==> src/rtl/acc_pkg.sv <==
package acc_pkg;
  localparam int OPC_W = 4;

  typedef enum logic [OPC_W-1:0] {
    OP_LOAD  = 4'b0001,
    OP_ADD   = 4'b0010,
    OP_STORE = 4'b0011,
    OP_HALT  = 4'b1111
  } opcode_e;

  typedef enum logic [1:0] {
    ALU_PASSB = 2'd0,
    ALU_ADD   = 2'd1,
    ALU_PASSA = 2'd2
  } aluOp_e;

  // strobes from control to datapath
  typedef struct packed {
    logic   pcToAbus;
    logic   irToAbus;
    logic   marLoad;
    logic   memToMbus;
    logic   irLoad;
    logic   mbusToAluB;
    logic   accLoad;
    logic   rbusToMem;
    logic   pcInc;
    aluOp_e aluOp;
    logic   memEn;
    logic   memRw;
  } ctrl_t;
endpackage

==> src/rtl/acc_datapath.sv <==
module acc_datapath
  import acc_pkg::*;
#(
  parameter int ADDR_W = 12
) (
  input  logic                      clk,
  input  logic                      rst,
  input  ctrl_t                     ctrl,
  input  logic [OPC_W+ADDR_W-1:0]   memRdata,
  output logic [ADDR_W-1:0]         memAddr,
  output logic [OPC_W+ADDR_W-1:0]   memWdata,
  output logic [OPC_W-1:0]          opcode
);
  localparam int DATA_W = OPC_W + ADDR_W;

  logic [ADDR_W-1:0] pcReg, marReg;
  logic [DATA_W-1:0] irReg, accReg;
  logic [ADDR_W-1:0] aBus;
  logic [DATA_W-1:0] mBus, rBus, aluB;

  always_comb begin
    if (ctrl.pcToAbus)      aBus = pcReg;
    else if (ctrl.irToAbus) aBus = irReg[ADDR_W-1:0];
    else                    aBus = '0;
  end

  assign mBus = ctrl.memToMbus ? memRdata : '0;
  assign aluB = ctrl.mbusToAluB ? mBus : '0;

  // accumulator is hardwired to ALU input A
  always_comb begin
    case (ctrl.aluOp)
      ALU_ADD:   rBus = accReg + aluB;
      ALU_PASSA: rBus = accReg;
      default:   rBus = aluB;
    endcase
  end

  assign memWdata = ctrl.rbusToMem ? rBus : '0;
  assign memAddr  = marReg;
  assign opcode   = irReg[DATA_W-1 -: OPC_W];

  always_ff @(posedge clk) begin
    if (rst) begin
      pcReg  <= '0;
      marReg <= '0;
      irReg  <= '0;
      accReg <= '0;
    end else begin
      if (ctrl.marLoad) marReg <= aBus;
      if (ctrl.irLoad)  irReg  <= mBus;
      if (ctrl.accLoad) accReg <= rBus;
      if (ctrl.pcInc)   pcReg  <= pcReg + 1'b1;
    end
  end
endmodule

==> src/rtl/acc_ctrl.sv <==
module acc_ctrl
  import acc_pkg::*;
(
  input  logic             clk,
  input  logic             rst,
  input  logic [OPC_W-1:0] opcode,
  output ctrl_t            ctrl,
  output logic             halted
);
  typedef enum logic [3:0] {
    S_FADDR, S_FRD, S_FLD, S_DEC, S_OADDR,
    S_ORD, S_EXEC, S_STORE, S_PCINC, S_HALT
  } state_e;

  state_e state, nextState;

  always_comb begin
    nextState = state;
    case (state)
      S_FADDR: nextState = S_FRD;
      S_FRD:   nextState = S_FLD;
      S_FLD:   nextState = S_DEC;
      S_DEC: begin
        case (opcode)
          OP_LOAD, OP_ADD, OP_STORE: nextState = S_OADDR;
          OP_HALT:                   nextState = S_HALT;
          default:                   nextState = S_PCINC;
        endcase
      end
      S_OADDR: nextState = (opcode == OP_STORE) ? S_STORE : S_ORD;
      S_ORD:   nextState = S_EXEC;
      S_EXEC:  nextState = S_PCINC;
      S_STORE: nextState = S_PCINC;
      S_PCINC: nextState = S_FADDR;
      S_HALT:  nextState = S_HALT;
      default: nextState = S_FADDR;
    endcase
  end

  always_comb begin
    ctrl = '0;
    ctrl.aluOp = ALU_PASSB;
    case (state)
      S_FADDR: begin ctrl.pcToAbus = 1'b1; ctrl.marLoad = 1'b1; end
      S_FRD:   begin ctrl.memEn = 1'b1; ctrl.memRw = 1'b1; end
      S_FLD:   begin ctrl.memToMbus = 1'b1; ctrl.irLoad = 1'b1; end
      S_OADDR: begin ctrl.irToAbus = 1'b1; ctrl.marLoad = 1'b1; end
      S_ORD:   begin ctrl.memEn = 1'b1; ctrl.memRw = 1'b1; end
      S_EXEC: begin
        ctrl.memToMbus  = 1'b1;
        ctrl.mbusToAluB = 1'b1;
        ctrl.aluOp      = (opcode == OP_ADD) ? ALU_ADD : ALU_PASSB;
        ctrl.accLoad    = 1'b1;
      end
      S_STORE: begin
        ctrl.aluOp     = ALU_PASSA;
        ctrl.rbusToMem = 1'b1;
        ctrl.memEn     = 1'b1;
        ctrl.memRw     = 1'b0;
      end
      S_PCINC: ctrl.pcInc = 1'b1;
      default: ;
    endcase
  end

  assign halted = (state == S_HALT);

  always_ff @(posedge clk) begin
    if (rst) state <= S_FADDR;
    else     state <= nextState;
  end
endmodule

==> src/rtl/acc_core.sv <==
module acc_core
  import acc_pkg::*;
#(
  parameter int ADDR_W = 12
) (
  input  logic                    clk,
  input  logic                    rst,
  output logic [ADDR_W-1:0]       memAddr,
  output logic                    memEn,
  output logic                    memRw,
  input  logic [OPC_W+ADDR_W-1:0] memRdata,
  output logic [OPC_W+ADDR_W-1:0] memWdata,
  output logic                    halted
);
  ctrl_t            ctrl;
  logic [OPC_W-1:0] opcode;

  acc_ctrl u_ctrl (
    .clk(clk), .rst(rst), .opcode(opcode), .ctrl(ctrl), .halted(halted)
  );

  acc_datapath #(.ADDR_W(ADDR_W)) u_dp (
    .clk(clk), .rst(rst), .ctrl(ctrl), .memRdata(memRdata),
    .memAddr(memAddr), .memWdata(memWdata), .opcode(opcode)
  );

  assign memEn = ctrl.memEn;
  assign memRw = ctrl.memRw;
endmodule

==> config.mk <==
export PLATFORM = sky130hd
export DESIGN_NAME = acc_core
export DESIGN_NICKNAME = d
export VERILOG_FILES = /design/src/rtl/acc_pkg.sv /design/src/rtl/acc_datapath.sv /design/src/rtl/acc_ctrl.sv /design/src/rtl/acc_core.sv
export SDC_FILE = /design/constraint.sdc
export NUM_CORES = 1
export LEC_CHECK = 0
export ABC_AREA = 1
export BUFFER_PORTS_ARGS = -buffer_cell sky130_fd_sc_hd__buf_2
export CORE_MARGIN = 8
export CORE_UTILIZATION = 58
export CTS_CLUSTER_DIAMETER = 50
export DETAILED_ROUTE_END_ITERATION = 12
export PLACE_DENSITY = 0.8
export REMOVE_ABC_BUFFERS = 1
export SYNTH_ARGS = -nofsm -noshare
export SYNTH_HDL_FRONTEND = slang
export SYNTH_HIERARCHICAL = 1
export SYNTH_SLANG_ARGS = --single-unit
export TNS_END_PERCENT = 10
==> constraint.sdc <==
create_clock -name clk -period 2.91 [get_ports clk]
set_clock_uncertainty 0.15 [all_clocks]
set_input_delay 0.1455 -clock clk [delete_from_list [all_inputs] [get_ports clk]]
set_output_delay 0.1455 -clock clk [all_outputs]
set_load 0.03 [all_outputs]
==> flow_summary.ini, run 1 <==
[worst_setup_path]
crit_type = flip-flop to output pin
crit_top_cell = nand2_1
crit_chain = inv_2 > nor2_4 > inv_4 > nor2_4 > buf_6 > nand2_2 > nor2_2 > ha_4 > a21oi_2 > o21a_1 > nor2_1 > nor2_1 > nand2_1 > nand2_1 > nand3_1 > nand2_1 > nand2_1 > nor2_1 > buf_4
cp.arrival_ps = 3000
cpPeakStageDelay_ps = 360
r2r_setup_slack_ps = -360
path_max_fanout = 7
r2r_start = u_ctrl/state[1]
rr_endpoint = u_dp/accReg[15]
r2r_cells = 23
critPathLaunchType = flip-flop
required_ps = 2610
crit_start = u_ctrl/state[1]
critPathSlowestCell = dfxtp_2
critPathCaptureType = output pin

[timing]
hold_slack_ps = -20.9
final.min_clock_period_ps = 3290
grt_setup_unrepaired = yes
max_freq_mhz = 304
finalHoldViolations = 1
tightest_slew_ps = 840
slew_violations = 0
finalSetupViolCount = 17
maxSlewHeadroom = 0.439
final.period_utilization = 1.13
finalWorstSetupSlack_ps = -384

[detailed_routing]
vias = 4908
wl_per_cell_um = 19.7
wl_mm = 15.1
viasPerCell = 6.39
drt_iter0_drc = 578
drt_first_pass_iters = 6
drc = 0
ant_nets = 0

[hold_path]
worstHoldPathType = primary input to flip-flop
min_to = u_dp/irReg[11]
hold_start = memRdata[11]
hold_path_depth = 3

[status]
outcome = finished, violations left
violations = negative hold slack, negative setup slack

[synthesis]
synth_fa_ha_area_frac = 0.0603
synthMuxAreaShare = 0
synth_cells = 587
syn_area_sq_um = 3860
yosys_warnings = 6
synth_simple_gate_area_share = 0.295
avgSynthCellArea_sq_um = 6.58
ys_ff_latch = 60
synth-xor-area-share = 0.00227
synth-seq-area-share = 0.311
yosysTopAreaCellShare = 0.311
synth_compound_area_frac = 0.239
synth.distinct_cells = 38
synth_top_family_by_area = simple AND/OR/NAND/NOR gates
synthTopCellsByArea = dfxtp_1 (31%), nand2_1 (11%), o21ai_0 (8.7%)
synth_top_area_cell = dfxtp_1

[cells_and_area]
num-fill-cells = 326
drive_gt1_frac = 0.395
diodes = 0
final_cell_mix = nand2_1 (74), buf_4 (66), o21ai_0 (63)
final_common_cell = nand2_1
final_nets = 722
area_growth_pct = 44.6

[placed_design]
hpwl_mm = 7.32
place_ws_ps = -90.7
place.gp.congestion = 0.930
portBuffers = 48

[grt]
antenna_found_initial = 0
grt_pass1_wl_mm = 20.0
grt_max_degree = 40
grt_use_total = 0.249
grt_remaining_overflow = 0
grt_pass1_vias = 4355

[floorplan]
die-height_um = 97.6
die_w_um = 97.6
fp-row-count = 29
io_pins = 49
die_area_sq_um = 9520
start_util = 0.604
design.core.area_sq_um = 6390

[clocking]
numCtsBuffers = 9
cts_tree = done
clock_sinks = 60
ctsLongestPathBuffers = 2
path_clk_slew_ps = 70
insertion_delay_ps = 350
htreeDepth = 3
cts_root_buffer = clkbuf_8

[pwr]
p_leak_nw = 2.36
clkPwrFrac = 0.317
p_comb_frac = 0.277
swShare = 0.365
power.density_nw_per_um2 = 429
switchingPower_mw = 0.874
power.internal_mw = 1.52
sequentialPowerShare = 0.407
vdd_drop_max_mv = 0.491

[flow_run]
maxCapViolations = 0
-- power by group through the flow --
| stage | combinational, mW | sequential (mW) | clock [mW] |
|---|---|---|---|
| after detailed placement | 0.507 | 0.980 | 0 |
| after floorplan | 0.256 | 1.05 | 0 |
| after global routing | 0.710 | 0.983 | 0.804 |
| after CTS | 0.581 | 0.965 | 0.757 |
| after global placement | 0.495 | 0.977 | 0 |
| final | 0.662 | 0.974 | 0.757 |
-- sequential cells by signal (all words and copies together), names as in the netlist --
signal and cells:
u_ctrl/state 4, u_dp/accReg 16, u_dp/irReg 16, u_dp/memAddr 12
u_dp/pcReg 12
-- per-layer routing --
metal | share of wire | GRT usage | vias to the layer above
li1 | - | - | 2166
met1 | 0.37 | 0.289 | 2287
met2 | 0.49 | 0.416 | 357
met3 | 0.091 | 0.0612 | 98
met4 | 0.055 | 0.120 | 0
met5 | 0 | 0 | -
-- synthesized netlist by cell type --
cell / n
a21o_1: 2
a21oi_1: 63
a21oi_2: 6
a21oi_4: 1
a221o_1: 2
a31oi_1: 12
and2_1: 1
buf_2: 2
buf_4: 6
buf_6: 1
clkbuf_1: 25
clkinv_1: 2
dfxtp_1: 60
fa_1: 1
ha_1: 17
inv_1: 45
inv_2: 5
nand2_1: 111
nand2_2: 7
nand2_4: 4
nand3_1: 38
nand3_2: 2
nand3_4: 1
nand3b_1: 1
nand4_1: 3
nor2_1: 69
nor2_2: 5
nor2_8: 1
nor3_1: 8
nor3_2: 1
nor4_1: 2
o21a_1: 3
o21ai_0: 67
o21ai_1: 8
o21ai_2: 1
o21bai_1: 2
o31ai_1: 1
xor2_1: 1
-- area by class of cell --
class                           count  area (sq um)  share of cell area
Clock inverter                      7          67.6              0.0121
Sequential cell                    60          1210               0.216
Clock buffer                        9           124              0.0222
Timing Repair Buffer              121           915               0.164
Multi-Input combinational cell    441          2960               0.530
Timing Repair inverter              1          6.26             0.00112
Tap cell                           77          96.3              0.0173
Inverter                           52           210              0.0377
-- worst max-delay path by stage --
stage	to	slack, ps	depth (start not counted)
after CTS	memWdata[9]	-200	22
after detailed placement	memWdata[12]	-90	18
final	memWdata[14]	-380	19
after floorplan	memWdata[9]	-1310	20
after global routing	memWdata[14]	-560	19
after global placement	memWdata[12]	-60	18
-- per-stage QoR --
stage	instances	power, mW	cell area, sq um	utilization	setup TNS (ps)
floorplan	553	1.31	3700	-	-30920
global route	768	2.50	5580	0.874	-6820
CTS	755	2.30	5020	0.787	-2130
detailed placement	703	1.49	4230	0.662	-212
finish	768	2.39	5580	0.874	-4010
global placement	703	1.47	4230	0.662	-58.4
-- critical path: cells and delay by family (launching register included) --
kind | cells | cell delay, ps
and+or+nand+nor | 12 | 1200
DFF | 1 | 360
AOI/OAI and AO/OA | 2 | 350
buffers and inverters | 4 | 490
adders and majority gates | 1 | 250
-- repair_timing --
item | 4_1_cts | 5_1_grt
endpoints found under the hold margin | 18 | 0
gates cloned | 2 | 0
hold buffers | 12 | 0
resized for setup | 86 | 109
setup buffers | 22 | 13
pin swaps | 41 | 60
endpoints found under the setup margin | 15 | 19
-- kinds of logic (layout without fill, tap and decap cells) --
logic type | after synthesis | in the layout
AO/OA/AOI/OAI | 168 | 168
XOR/XNOR | 1 | 1
adder cells (fa/ha/maj) | 18 | 18
buffers and inverters | 86 | 190
flip-flops | 60 | 60
AND/OR/NAND/NOR | 254 | 254
Power figures use the tool's default switching activity.
==> run 2, diff against run 1 <==
CELL_PAD_IN_SITES_DETAIL_PLACEMENT = 0   (was unset)
CELL_PAD_IN_SITES_GLOBAL_PLACEMENT = 1   (was unset)
CORE_UTILIZATION = 41   (was 58)
==> run 2 against run 1 <==
The run ends with negative setup slack left. Clock-buffer cell count unchanged. Final area fell by 3.1%. Combinational power decreased by 6.5%. Sequential power shrank 0.8%. Die area is 34% higher. Critical path type unchanged. Largest power group unchanged. Highest routed layer unchanged.
==> flow_summary.ini, run 2 (synthesis results as in run 1) <==
[detailed_routing]
ant_nets = 0
drc = 0
viasPerCell = 5.26
drt_iter0_drc = 196
drt_first_pass_iters = 4
wl_per_cell_um = 15.1
wl_mm = 12.1
vias = 4189

[worst_setup_path]
path_max_fanout = 6
crit_chain = inv_2 > nor2_4 > inv_2 > nor2_4 > buf_8 > buf_8 > nand2_4 > nor2_4 > ha_4 > a21oi_2 > buf_4 > o31ai_1 > nor2_1 > nand2_1 > nand2_1 > nand3_1 > nand2_1 > nand2_2 > nor2_1 > buf_4
critPathCaptureType = output pin
cpPeakStageDelay_ps = 340
crit_type = flip-flop to output pin
path_delay_family = simple AND/OR/NAND/NOR gates
required_ps = 2610
critPathSlowestCell = dfxtp_2
critPathLaunchType = flip-flop
path_buf_inv = 6
cp.arrival_ps = 2880

[pwr]
switchingPower_mw = 0.846
power.density_nw_per_um2 = 471
power.internal_mw = 1.70
report.power.total_mw = 2.55
clkPwrFrac = 0.378
swShare = 0.332
vdd_drop_max_mv = 0.269
p_comb_frac = 0.243
sequentialPowerShare = 0.379
p_leak_nw = 2.33

[floorplan]
fp-row-count = 35
die_area_sq_um = 12800
io_pins = 49
design.core.area_sq_um = 9200
die_w_um = 113
start_util = 0.420
die-height_um = 113

[clocking]
path_clk_slew_ps = 80
clock_sinks = 60
cts_root_buffer = clkbuf_8
ctsLongestPathBuffers = 2
numCtsBuffers = 9
cts_tree = done
insertion_delay_ps = 350
htreeDepth = 3

[hold_path]
worstHoldPathType = primary input to flip-flop

[timing]
finalSetupViolCount = 14
slew_violations = 0
finalWorstSetupSlack_ps = -266
tightest_slew_ps = 820
final.min_clock_period_ps = 3180
finalHoldViolations = 0
grt_setup_unrepaired = yes
max_freq_mhz = 315
final.period_utilization = 1.09
maxSlewHeadroom = 0.453
totalNegativeSetupSlack_ps = -2160

[cells_and_area]
regArea_sq_um = 1200
num-fill-cells = 871
final_cell_mix = nand2_1 (83), buf_4 (70), o21ai_0 (62)
final_nets = 716
multiInputGateArea_sq_um = 2790
area_growth_pct = 40.2
fin_util = 0.588
diodes = 0
instances_no_fill = 796
final_common_cell = nand2_1
drive_gt1_frac = 0.358
top_regs = u_dp/accReg x16, u_dp/irReg x16

[placed_design]
dpl.cell_count = 754
hpwl_mm = 8.30
place.gp.congestion = 0.930
portBuffers = 48

[grt]
grt_remaining_overflow = 0
grt_max_degree = 38
grt_pass1_vias = 4023
antenna_found_initial = 0
grt_pass1_wl_mm = 19.0
grt_use_total = 0.181

[status]
violations = negative setup slack
outcome = finished, violations left

[flow_run]
maxCapViolations = 0
## run 2: metrics by stage
| stage | area, sq um | setup WS [ps] | hold slack, ps |
|---|---|---|---|
| final | 5410 | -266 | 38.0 |
| after global routing | 5410 | -463 | 36.6 |
| after CTS | 4910 | -310 | 17.0 |
| after detailed placement | 4400 | -100 | 271 |
| after global placement | 4400 | -42.5 | 280 |
| after floorplan | 3700 | -1310 | 64.6 |
## run 2: worst register-to-register path: stages (launching register included)
cell	delay [ps]
dfxtp_2	340
inv_2	50
nor2_4	110
inv_2	70
nor2_4	160
buf_8	170
buf_8	140
nand2_4	60
nor2_4	110
ha_4	170
nand2_1	100
nor4_2	320
nand3_2	140
nand3_1	90
nand3_1	90
nand2_1	70
nand2_1	60
buf_4	130
a21oi_2	100
## run 2: path summary, 6_finish.rpt
check,from,end,slack [ps],depth (start not counted)
max,u_ctrl/state[1],memWdata[14],-270,20
min,memRdata[13],u_dp/irReg[13],40,4
max reg2reg,u_ctrl/state[1],u_dp/accReg[12],210,18
min reg2reg,u_dp/pcReg[10],u_dp/memAddr[10],310,2
## run 2: cell type report
type | instances | area share
Timing Repair Buffer | 116 | 0.154
Sequential cell | 60 | 0.223
Clock inverter | 7 | 0.0229
Clock buffer | 9 | 0.0229
Tap cell | 111 | 0.0257
Inverter | 52 | 0.0370
Multi-Input combinational cell | 441 | 0.515
## run 2: power groups by stage
stage               sequential, mW  clock [mW]  combinational (mW)
floorplan                     1.05           0               0.256
detailed placement           0.980           0               0.534
finish                       0.966       0.963               0.619
CTS                          0.961       0.982               0.550
global route                 0.978        1.02               0.677
global placement             0.975           0               0.525
## run 2: per-layer routing
layer | up-vias | GRT usage | share of wire
met1 | 1928 | 0.225 | 0.46
met5 | - | 0 | 0
li1 | 2154 | - | -
met2 | 97 | 0.301 | 0.47
met3 | 10 | 0.0458 | 0.057
met4 | 0 | 0.0551 | 0.011
## run 2: what timing repair did
action | in CTS | in global routing
hold buffers | 7 | 1
setup buffers | 2 | 15
setup endpoints to repair | 15 | 20
endpoints found under the hold margin | 13 | 1
pin swaps | 7 | 43
cloned | 0 | 1
resized for setup | 46 | 101
==> run 3, diff against run 2 <==
BUFFER_PORTS_ARGS = unset   (was -buffer_cell sky130_fd_sc_hd__buf_2)
CORE_UTILIZATION = 45   (was 41)
DONT_BUFFER_PORTS = 1   (was unset)
PLACE_DENSITY = 0.79   (was 0.8)
==> run 3 against run 2 <==
Highest routed layer unchanged. Core utilization rose by 5.2 points. Global-route usage rose by 1.7 points. Fmax rose by 1.4%. Sequential share of layout area rose by 0.54 points. Total power fell by 12%. Cell count fell by 3.8%. Clock power fell by 26%. Critical endpoint is now memWdata[15]. Register-to-register slack got worse by 350 ps. Critical path depth did not move. The flow still finishes with violations (negative setup slack). Flip-flop and latch count did not move.
==> flow_summary.ini, run 3 (synthesis results as in run 1) <==
[timing]
final.period_utilization = 1.08
finalWorstSetupSlack_ps = -223
final.min_clock_period_ps = 3130
max_freq_mhz = 319
finalSetupViolCount = 13
grt_setup_unrepaired = yes
finalHoldViolations = 0
slew_violations = 0
tightest_slew_ps = 794
maxSlewHeadroom = 0.470

[clocking]
path_clk_slew_ps = 80
ctsLongestPathBuffers = 2
cts_root_buffer = clkbuf_8
htreeDepth = 3
clock_sinks = 60
numCtsBuffers = 9
insertion_delay_ps = 350
cts_tree = done

[detailed_routing]
drt_first_pass_iters = 4
wl_per_cell_um = 15.6
wl_mm = 11.9
drt_iter0_drc = 238
drc = 0
vias = 4121
ant_nets = 0
viasPerCell = 5.38

[hold_path]
worstHoldPathType = primary input to flip-flop
hold_start = rst
hold_path_depth = 4
min_to = u_dp/pcReg[5]

[cells_and_area]
final_nets = 692
num-fill-cells = 746
area_growth_pct = 37.0
regArea_sq_um = 1210
drive_gt1_frac = 0.316
fin_util = 0.640
final_common_cell = nand2_1
top_regs = u_dp/accReg x16, u_dp/irReg x16
multiInputGateArea_sq_um = 2800
diodes = 0
final_cell_mix = nand2_1 (87), buf_4 (68), o21ai_0 (63)

[grt]
grt_pass1_vias = 3942
grt_use_total = 0.198
grt_pass1_wl_mm = 18.8
antenna_found_initial = 0
grt_remaining_overflow = 0
grt_max_degree = 53

[placed_design]
portBuffers = 0
hpwl_mm = 7.90
place.gp.congestion = 0.895

[floorplan]
die-height_um = 109
start_util = 0.467
fp-row-count = 33
die_area_sq_um = 11800
design.core.area_sq_um = 8260
die_w_um = 109
io_pins = 49

[worst_setup_path]
r2r_setup_slack_ps = -140
rr_endpoint = u_dp/accReg[9]
r2r_start = u_ctrl/state[1]
critPathLaunchType = flip-flop
critPathCaptureType = output pin
crit_top_cell = nand2_1
crit_chain = inv_2 > nor2_4 > inv_4 > nor2_4 > buf_8 > buf_6 > nand2_2 > nor2_2 > ha_4 > buf_6 > nand3_1 > nand2_1 > a21oi_2 > nand2_1 > nand2_1 > nand3_1 > nand2_1 > nand2_1 > nor2_1 > buf_4
crit_type = flip-flop to output pin
path_max_fanout = 7
cpPeakStageDelay_ps = 340
cp.arrival_ps = 2840
critPathSlowestCell = dfxtp_2
r2r_cells = 25
required_ps = 2610

[pwr]
report.power.total_mw = 2.25
power.density_nw_per_um2 = 426
p_leak_nw = 2.19
vdd_drop_max_mv = 0.374

[status]
violations = negative setup slack
outcome = finished, violations left

[flow_run]
maxCapViolations = 0
run 3: changes by cell type in the layout (fill, tap and decap cells not counted), moves of 2 or more:
cell	previous run	this run
buf_4	70	68
buf_2	33	0
o21ai_2	6	4
nand2_1	83	87
nor2_1	51	49
nand2_2	25	20
bufinv_16	3	0
ha_4	12	14
buf_6	3	6
dlygate4sd3_1	8	17
ha_2	2	0
clkinvlp_4	1	3
run 3: worst max path at each step:
| stage | start | endpoint | slack [ps] | depth (start not counted) |
|---|---|---|---|---|
| 3_5_place_dp | u_ctrl/state[1] | memWdata[12] | -130 | 18 |
| 4_1_cts | u_ctrl/state[1] | memWdata[13] | -270 | 18 |
| 2_1_floorplan | u_ctrl/state[1] | memWdata[9] | -1310 | 20 |
| 5_1_grt | u_ctrl/state[1] | memWdata[13] | -390 | 17 |
| 6_report | u_ctrl/state[1] | memWdata[15] | -220 | 20 |
| 3_3_place_gp | u_ctrl/state[1] | memWdata[12] | -60 | 18 |
run 3: layer usage:
layer / wire length, um / track usage / up-vias
met5: 0 / 0 / -
met4: 100 / 0.0655 / 0
met3: 562 / 0.0431 / 10
met2: 5630 / 0.320 / 85
met1: 5640 / 0.256 / 1932
li1: - / - / 2094
run 3: power breakdown:
part           internal, mW  switching, mW
Sequential            0.913          0.142
Clock                 0.319          0.398
Combinational         0.172          0.309
Total                  1.40          0.849
run 3: worst max-delay path: cells and delay by family, from the launching register on:
kind / cells / cell delay, ps
AND/OR/NAND/NOR: 12 / 1030
buffers and inverters: 6 / 740
flip-flops: 1 / 340
adder cells (fa/ha/maj): 1 / 230
AO/OA/AOI/OAI: 1 / 130
run 3: stage by stage:
step / TNS, ps / setup slack [ps] / instance area (sq um) / hold slack [ps] / instances
2_1_floorplan: -30920 / -1310 / 3700 / 64.6 / 553
3_3_place_gp: -84.4 / -56.4 / 4220 / 68.1 / 709
3_5_place_dp: -341 / -132 / 4220 / 71.2 / 709
4_1_cts: -2400 / -269 / 4870 / 124 / 751
5_1_grt: -4860 / -391 / 5290 / 146 / 766
6_report: -2190 / -223 / 5290 / 137 / 766
run 3: timing repair:
item,4_1_cts,5_1_grt
pin swaps,22,45
hold buffers,17,0
setup buffers,8,15
setup endpoints to repair,16,19
gates resized for setup,60,72
gates cloned,1,0
endpoints found under the hold margin,24,0
run 3: area by class of cell:
cell class | instances | share of cell area
tap | 105 | 0.0248
timing repair buffer | 92 | 0.144
clock inverter | 7 | 0.0109
multi-input combinational | 441 | 0.530
sequential | 60 | 0.228
inverter | 52 | 0.0388
clock buffer | 9 | 0.0234
